File: src/rtl/mgmt_strap_pkg.sv
`timescale 1ns/1ps
package mgmt_strap_pkg;

    localparam int STRAP_PINS = 3;
    localparam int MGMT_ADDR_W = 5;

    // Start-up phase after reset release.
    typedef enum logic [1:0] {
        PH_CAPTURE = 2'd0,
        PH_SETTLE  = 2'd1,
        PH_ACTIVE  = 2'd2
    } link_phase_e;

endpackage

File: src/rtl/strap_sampler.sv
`timescale 1ns/1ps
module strap_sampler #(
    parameter int STRAP_W = 3
) (
    input  logic               clk,
    input  logic               rst_n,
    input  logic [STRAP_W-1:0] pad_in,
    output logic [STRAP_W-1:0] strap_o
);

    logic [STRAP_W-1:0] smp_d, smp_q;

    // Follow the pins only while reset is held; keep the last value afterwards.
    always_comb begin
        smp_d = smp_q;
        if (!rst_n) begin
            smp_d = pad_in;
        end
    end

    always_ff @(posedge clk) begin
        smp_q <= smp_d;
    end

    assign strap_o = smp_q;

endmodule

File: src/rtl/mgmt_addr_ctrl.sv
`timescale 1ns/1ps
module mgmt_addr_ctrl
    import mgmt_strap_pkg::*;
#(
    parameter int ADDR_W  = 5,
    parameter int STRAP_W = 3
) (
    input  logic               clk,
    input  logic               rst_n,
    input  logic [STRAP_W-1:0] strap_i,
    input  logic               wr_en_i,
    input  logic [ADDR_W-1:0]  wr_addr_i,
    output link_phase_e        phase_o,
    output logic [ADDR_W-1:0]  addr_o
);

    localparam int HI_W = ADDR_W - STRAP_W;

    typedef struct packed {
        link_phase_e       phase;
        logic [ADDR_W-1:0] addr;
    } ctrl_t;

    ctrl_t st_d, st_q;

    always_comb begin
        st_d = st_q;
        unique case (st_q.phase)
            PH_CAPTURE: begin
                st_d.addr  = {{HI_W{1'b0}}, strap_i};
                st_d.phase = PH_SETTLE;
            end
            PH_SETTLE: begin
                st_d.phase = PH_ACTIVE;
            end
            PH_ACTIVE: begin
                if (wr_en_i) begin
                    st_d.addr = wr_addr_i;
                end
            end
            default: begin
                st_d.phase = PH_CAPTURE;
            end
        endcase
    end

    always_ff @(posedge clk or negedge rst_n) begin
        if (!rst_n) begin
            st_q.phase <= PH_CAPTURE;
            st_q.addr  <= '0;
        end else begin
            st_q <= st_d;
        end
    end

    assign phase_o = st_q.phase;
    assign addr_o  = st_q.addr;

endmodule

File: src/rtl/frame_addr_match.sv
`timescale 1ns/1ps
module frame_addr_match #(
    parameter int ADDR_W = 5
) (
    input  logic              clk,
    input  logic              rst_n,
    input  logic              enable_i,
    input  logic              frm_valid_i,
    input  logic [ADDR_W-1:0] frm_addr_i,
    input  logic [ADDR_W-1:0] addr_i,
    output logic              match_o
);

    typedef struct packed {
        logic hit;
    } match_t;

    match_t m_d, m_q;

    always_comb begin
        m_d.hit = enable_i && frm_valid_i && (frm_addr_i == addr_i);
    end

    always_ff @(posedge clk or negedge rst_n) begin
        if (!rst_n) begin
            m_q <= '0;
        end else begin
            m_q <= m_d;
        end
    end

    assign match_o = m_q.hit;

endmodule

File: src/rtl/shared_pad_mux.sv
`timescale 1ns/1ps
module shared_pad_mux #(
    parameter int STRAP_W = 3
) (
    input  logic               drive_i,
    input  logic [STRAP_W-1:0] func_i,
    output logic [STRAP_W-1:0] pad_out,
    output logic [STRAP_W-1:0] pad_oe
);

    for (genvar gi = 0; gi < STRAP_W; gi++) begin : g_pin
        assign pad_oe[gi]  = drive_i;
        assign pad_out[gi] = drive_i & func_i[gi];
    end

endmodule

File: src/rtl/mgmt_strap_addr.sv
`timescale 1ns/1ps
module mgmt_strap_addr
    import mgmt_strap_pkg::*;
#(
    parameter int STRAP_W = STRAP_PINS,
    parameter int ADDR_W  = MGMT_ADDR_W
) (
    input  logic               clk,
    input  logic               por_n,
    input  logic               ext_rst_n,
    input  logic [STRAP_W-1:0] pad_in,
    input  logic [STRAP_W-1:0] rx_func_i,
    output logic [STRAP_W-1:0] pad_out,
    output logic [STRAP_W-1:0] pad_oe,
    input  logic               wr_en_i,
    input  logic [ADDR_W-1:0]  wr_addr_i,
    input  logic               frm_valid_i,
    input  logic [ADDR_W-1:0]  frm_addr_i,
    output logic               match_o,
    output logic [ADDR_W-1:0]  scr_seed_o
);

    logic               rst_n;
    logic [STRAP_W-1:0] strap;
    link_phase_e        phase;
    logic [ADDR_W-1:0]  addr;
    logic               active;

    assign rst_n  = por_n & ext_rst_n;
    assign active = (phase == PH_ACTIVE);

    strap_sampler #(.STRAP_W(STRAP_W)) u_sampler (
        .clk     (clk),
        .rst_n   (rst_n),
        .pad_in  (pad_in),
        .strap_o (strap)
    );

    mgmt_addr_ctrl #(.ADDR_W(ADDR_W), .STRAP_W(STRAP_W)) u_ctrl (
        .clk       (clk),
        .rst_n     (rst_n),
        .strap_i   (strap),
        .wr_en_i   (wr_en_i),
        .wr_addr_i (wr_addr_i),
        .phase_o   (phase),
        .addr_o    (addr)
    );

    frame_addr_match #(.ADDR_W(ADDR_W)) u_match (
        .clk         (clk),
        .rst_n       (rst_n),
        .enable_i    (active),
        .frm_valid_i (frm_valid_i),
        .frm_addr_i  (frm_addr_i),
        .addr_i      (addr),
        .match_o     (match_o)
    );

    shared_pad_mux #(.STRAP_W(STRAP_W)) u_pads (
        .drive_i (active),
        .func_i  (rx_func_i),
        .pad_out (pad_out),
        .pad_oe  (pad_oe)
    );

    assign scr_seed_o = addr;

endmodule

File: config.mk
export PLATFORM = sky130hd
export DESIGN_NAME = mgmt_strap_addr
export DESIGN_NICKNAME = d
export VERILOG_FILES = /design/src/rtl/mgmt_strap_pkg.sv /design/src/rtl/strap_sampler.sv /design/src/rtl/mgmt_addr_ctrl.sv /design/src/rtl/frame_addr_match.sv /design/src/rtl/shared_pad_mux.sv /design/src/rtl/mgmt_strap_addr.sv
export SDC_FILE = /design/constraint.sdc
export NUM_CORES = 1
export LEC_CHECK = 0
export ABC_AREA = 1
export BUFFER_PORTS_ARGS = -buffer_cell sky130_fd_sc_hd__buf_2
export CAP_MARGIN = 25
export CORE_MARGIN = 2
export CORE_UTILIZATION = 31
export DETAILED_ROUTE_END_ITERATION = 10
export SYNTH_ARGS = -nofsm -noshare
export SYNTH_HDL_FRONTEND = slang
export SYNTH_SLANG_ARGS = --single-unit
File: constraint.sdc
create_clock -name clk -period 1.1 [get_ports clk]
set_input_delay 0.11 -clock clk [delete_from_list [all_inputs] [get_ports clk]]
set_output_delay 0.11 -clock clk [all_outputs]
set_load 0.01 [all_outputs]
* After elaboration in Yosys (flattened, before gate mapping)
Cells that the tools add are included.
Widths: inputs -> output; s select.
** Word-level totals
- Flip-flop bits (word level) :: 11
- Output and inout port bits :: 12
- Logic and storage cells :: 20
** Cells by class
- Equal/unequal tests :: 4
- Multiplexer cells :: 3
- Bitwise logic cells :: 4
- Reductions and logical operators :: 5
** Operators with widths (number)
- $pmux 5 s2 :: 1
- $pmux 2 s3 :: 1
- $eq 5x5->1 :: 1
- $mux 5 :: 1
- $and 1x1->1 :: 4
- $eq 2x1->1 const B :: 1
- $eq 2x2->1 const B :: 1
- $logic_and 1x1->1 :: 2
- $logic_not 2->1 :: 1
- $ne 2x2->1 const B :: 1
- $reduce_and 2->1 :: 1
- $reduce_bool 2->1 :: 1

* Longest topological paths before layout
- Depth after elaboration :: 3
- Mapped depth :: 6

* Hierarchy
From an unflattened synthesis, not the netlist that was laid out.
** Unflattened totals
- Cells, all modules :: 82
- Area total of the unflattened synthesis :: 595.6 µm²
** By module, submodules not included
- mgmt_addr_ctrl :: instances 1, cells each 41, area each 315.3 µm²
- frame_addr_match :: instances 1, cells each 24, area each 123.9 µm²
- strap_sampler :: instances 1, cells each 4, area each 93.8 µm²
- shared_pad_mux :: instances 1, cells each 9, area each 45.0 µm²
- mgmt_strap_addr :: instances 1, cells each 4, area each 17.5 µm²

* Worst setup path after synthesis
OpenSTA, ideal clock, no wires.
- Path type :: reg-to-reg
- Start point :: register, netlist name u_ctrl.phase_o[1]
- End point :: register, netlist name u_ctrl.addr_o[0]
- Arrival :: 0.773 ns
- Data required time :: 0.979 ns
- Path slack :: 0.206 ns
- Cell stages (with the launch flop) :: 6
- Path buffers :: 0
- Period minus slack after synthesis :: 0.894 ns
- Path through :: dfrtp_1 inv_2 o21ai_1 inv_2 nand2_1 o21ai_1
** Between the ends
- Word-level cells in the longest chain between the ends :: 3
- Elaborated cells on any way between the ends :: 6
- Classes of those cells :: 2 x eq/ne; 1 x mux; 3 x reduce/logical
** Ends and longest elaborated chain
- $eq 2x2->1 / $logic_not 2->1 (equally long branches) :: line mgmt_addr_ctrl.sv:28 : unique case (st_q.phase)
- $ne 2x2->1 (no source line) / $reduce_bool 2->1 (equally long branches)
- $reduce_and 2->1 (no source line)
Several ways; a longest one is shown, not always the timed one.
A chain may end at the register's enable or synchronous reset.

* Worst setup path after layout
- Start point :: register, netlist name u_ctrl.phase_o[0]
- End point :: output pad_oe[1]
** Between the ends
- Word-level cells in the longest chain between the ends :: 1
** Ends and longest elaborated chain
- $eq 2x2->1 :: line mgmt_strap_addr.sv:30 : assign active = (phase == PH_ACTIVE);
- end, declared :: line mgmt_strap_addr.sv:14 : output logic [STRAP_W-1:0] pad_oe,
No other way between the ends.

==> flow_summary.ini <==
[cts]
cts_root_buf = clkbuf_4
ctsLongestPathBuffers = 2
cts_buffers = 3
clk_latency_ns = 0.26
cts_sinks = 11
clk_pin_slew_worst_paths_ns = 0.07
tritoncts = done
htree_levels = 1

[yosys]
synthTopCellsByArea = dfrtp_1, nand2_1, edfxtp_1
yosys_register_bits = 11
yosysTopAreaCellShare_pct = 34.48
ys_types = 12
syn_area_per_cell_um2 = 7.349
syn_inst = 79
ys_seq_area_share_pct = 50.00
syn_nets = 100
synth_top_area_cell = dfrtp_1
yosys_warnings = 0
netlist_area_um2 = 580.6

[finish]
final_common_cell = buf_2
area_growth_pct = 50.65
most-common-layout-cells = buf_2, nand2_1, inv_1, dfrtp_1
post-route-util_pct = 50.11
num_antenna_cells = 0
fin_nets = 143
drive_gt1_share_pct = 44.63

[setup_path]
crit_chain = buf_12 -> nor2_4 -> buf_2
cp-start-kind = register
crit_arrival_ns = 1.09
endpoint_kind = primary output
crit_family = flip-flops
path_buf_inv = 2
cpMaxStageDelayCell = dfrtp_2
crit_required_ns = 0.99
slowest_delay_ns = 0.44
path_class = reg -> out
critical_path.max_fanout = 4

[sta]
slew_headroom_pct = 78.53
tns_ns = -0.7423
fin_ws_ns = -0.1008
min_period_over_period_pct = 109.2
setup_viol = 9
holdWs_ns = 0.01636
max_freq_ghz = 0.8328
drv_slew = 0
rsz0062_at_grt = true
fin_crit_ns = 1.201
hold_viol = 0
worst_slew_pin_slew_ns = 0.3217
finClkSkew_ns = 0.001668

[die]
rows = 15
die_area_um2 = 2235
die_w_um = 47.28
ios = 33
core-area_um2 = 1745
die_h_um = 47.28
start_util_pct = 33.26

[global_route]
grt_pass1_wl_mm = 2.166
grt_antenna_before_repair = 0
grt.overflow.total = 0
grt_pass1_vias = 568
grt_max_degree = 9
grt_use_total_pct = 14.53

[worst_hold_path]
worst_hold_path_type = in -> reg

[placement]
dp_hpwl_mm = 1.035
dp_slack_ns = 0.1182
numPortBuffers = 32
place_congestion = 0.7723

[run_status]
violations = negative setup slack
status = complete, but fails checks

[routing]
viasPerCell = 4.130
ant_nets = 0
first_pass_iters = 4
route.vias.total = 603
wirelength_mm = 1.387
drt_iter0_drc = 11
drcViolationCount = 0
wl_per_cell_um = 9.500

[pwr]
p_total_mw = 0.8969
p_leak_nw = 0.5098
peakVddDrop_uv = 644.2
power_density_nw_per_um2 = 1026

[flow_run]
cap_violations = 0
kinds of logic after synthesis:
logic type	synth area share, %
buffers and inverters	14.87
flip-flops	50.00
AO/OA/AOI/OAI	6.897
AND/OR/NAND/NOR	28.23
worst paths after layout:
check	from	end	slack, ns	cells after the start
worst max-delay path	u_ctrl.phase_o[0]	pad_oe[1]	-0.10	3
worst min-delay path	pad_in[2]	u_sampler.strap_o[2]	0.02	1
worst max register to register	u_ctrl.phase_o[0]	u_ctrl.addr_o[2]	-0.08	8
worst min register to register	u_ctrl.phase_o[0]	u_ctrl.phase_o[0]	0.49	1
max in group asynchronous	ext_rst_n	u_ctrl.phase_o[0]	0.38	4
min in group asynchronous	por_n	u_ctrl.addr_o[2]	0.44	4
power by group:
| group | internal, mW | switching, mW |
|---|---|---|
| combinational | 0.0749 | 0.0849 |
| clock | 0.140 | 0.131 |
| sequential | 0.449 | 0.0172 |
per-layer routing:
metal | vias to the layer above | global-route usage (%) | share of wire, %
li1 | 317 | - | -
met1 | 260 | 16.55 | 45
met4 | 0 | 5.000 | 1.0
met3 | 2 | 5.769 | 6.7
met2 | 24 | 24.59 | 47
met5 | - | 0 | 0
final cells by class:
class	count	area, um2
clock buffer	4	26.28
fill	179	870.8
inverter	17	63.81
multi-input combinational	48	216.5
sequential	11	291.5
tap	25	31.28
timing repair buffer	41	245.2
flip-flops by register name, summed over array words and instances (netlist names):
| name | cells |
|---|---|
| u_ctrl.addr_o | 5 |
| u_sampler.strap_o | 3 |
| u_ctrl.phase_o | 2 |
| u_match.match_o | 1 |
Yosys cell counts (all sizes together):
| master | count |
|---|---|
| nand2 | 29 |
| o21ai | 8 |
| nand3 | 3 |
| dfrtp | 8 |
| edfxtp | 3 |
| inv | 17 |
| buf | 3 |
| nor2 | 8 |
repair_timing:
| item | in CTS | in global routing |
|---|---|---|
| endpoints found under the hold margin | 8 | 0 |
| hold buffers | 2 | 0 |
| buffers inserted | 7 | 0 |
| endpoints found under the setup margin | 6 | 11 |
| gates resized for setup | 3 | 2 |
| pin swaps | 4 | 1 |
per-stage QoR:
| stage | instance area, um2 | std cells |
|---|---|---|
| final | 874.6 | 146 |
| after CTS | 869.6 | 146 |
| after global routing | 874.6 | 146 |
| after detailed placement | 749.5 | 133 |
| after global placement | 749.5 | 133 |
| after floorplan | 580.6 | 79 |
Note: power is estimated with default switching activity, not from simulation.
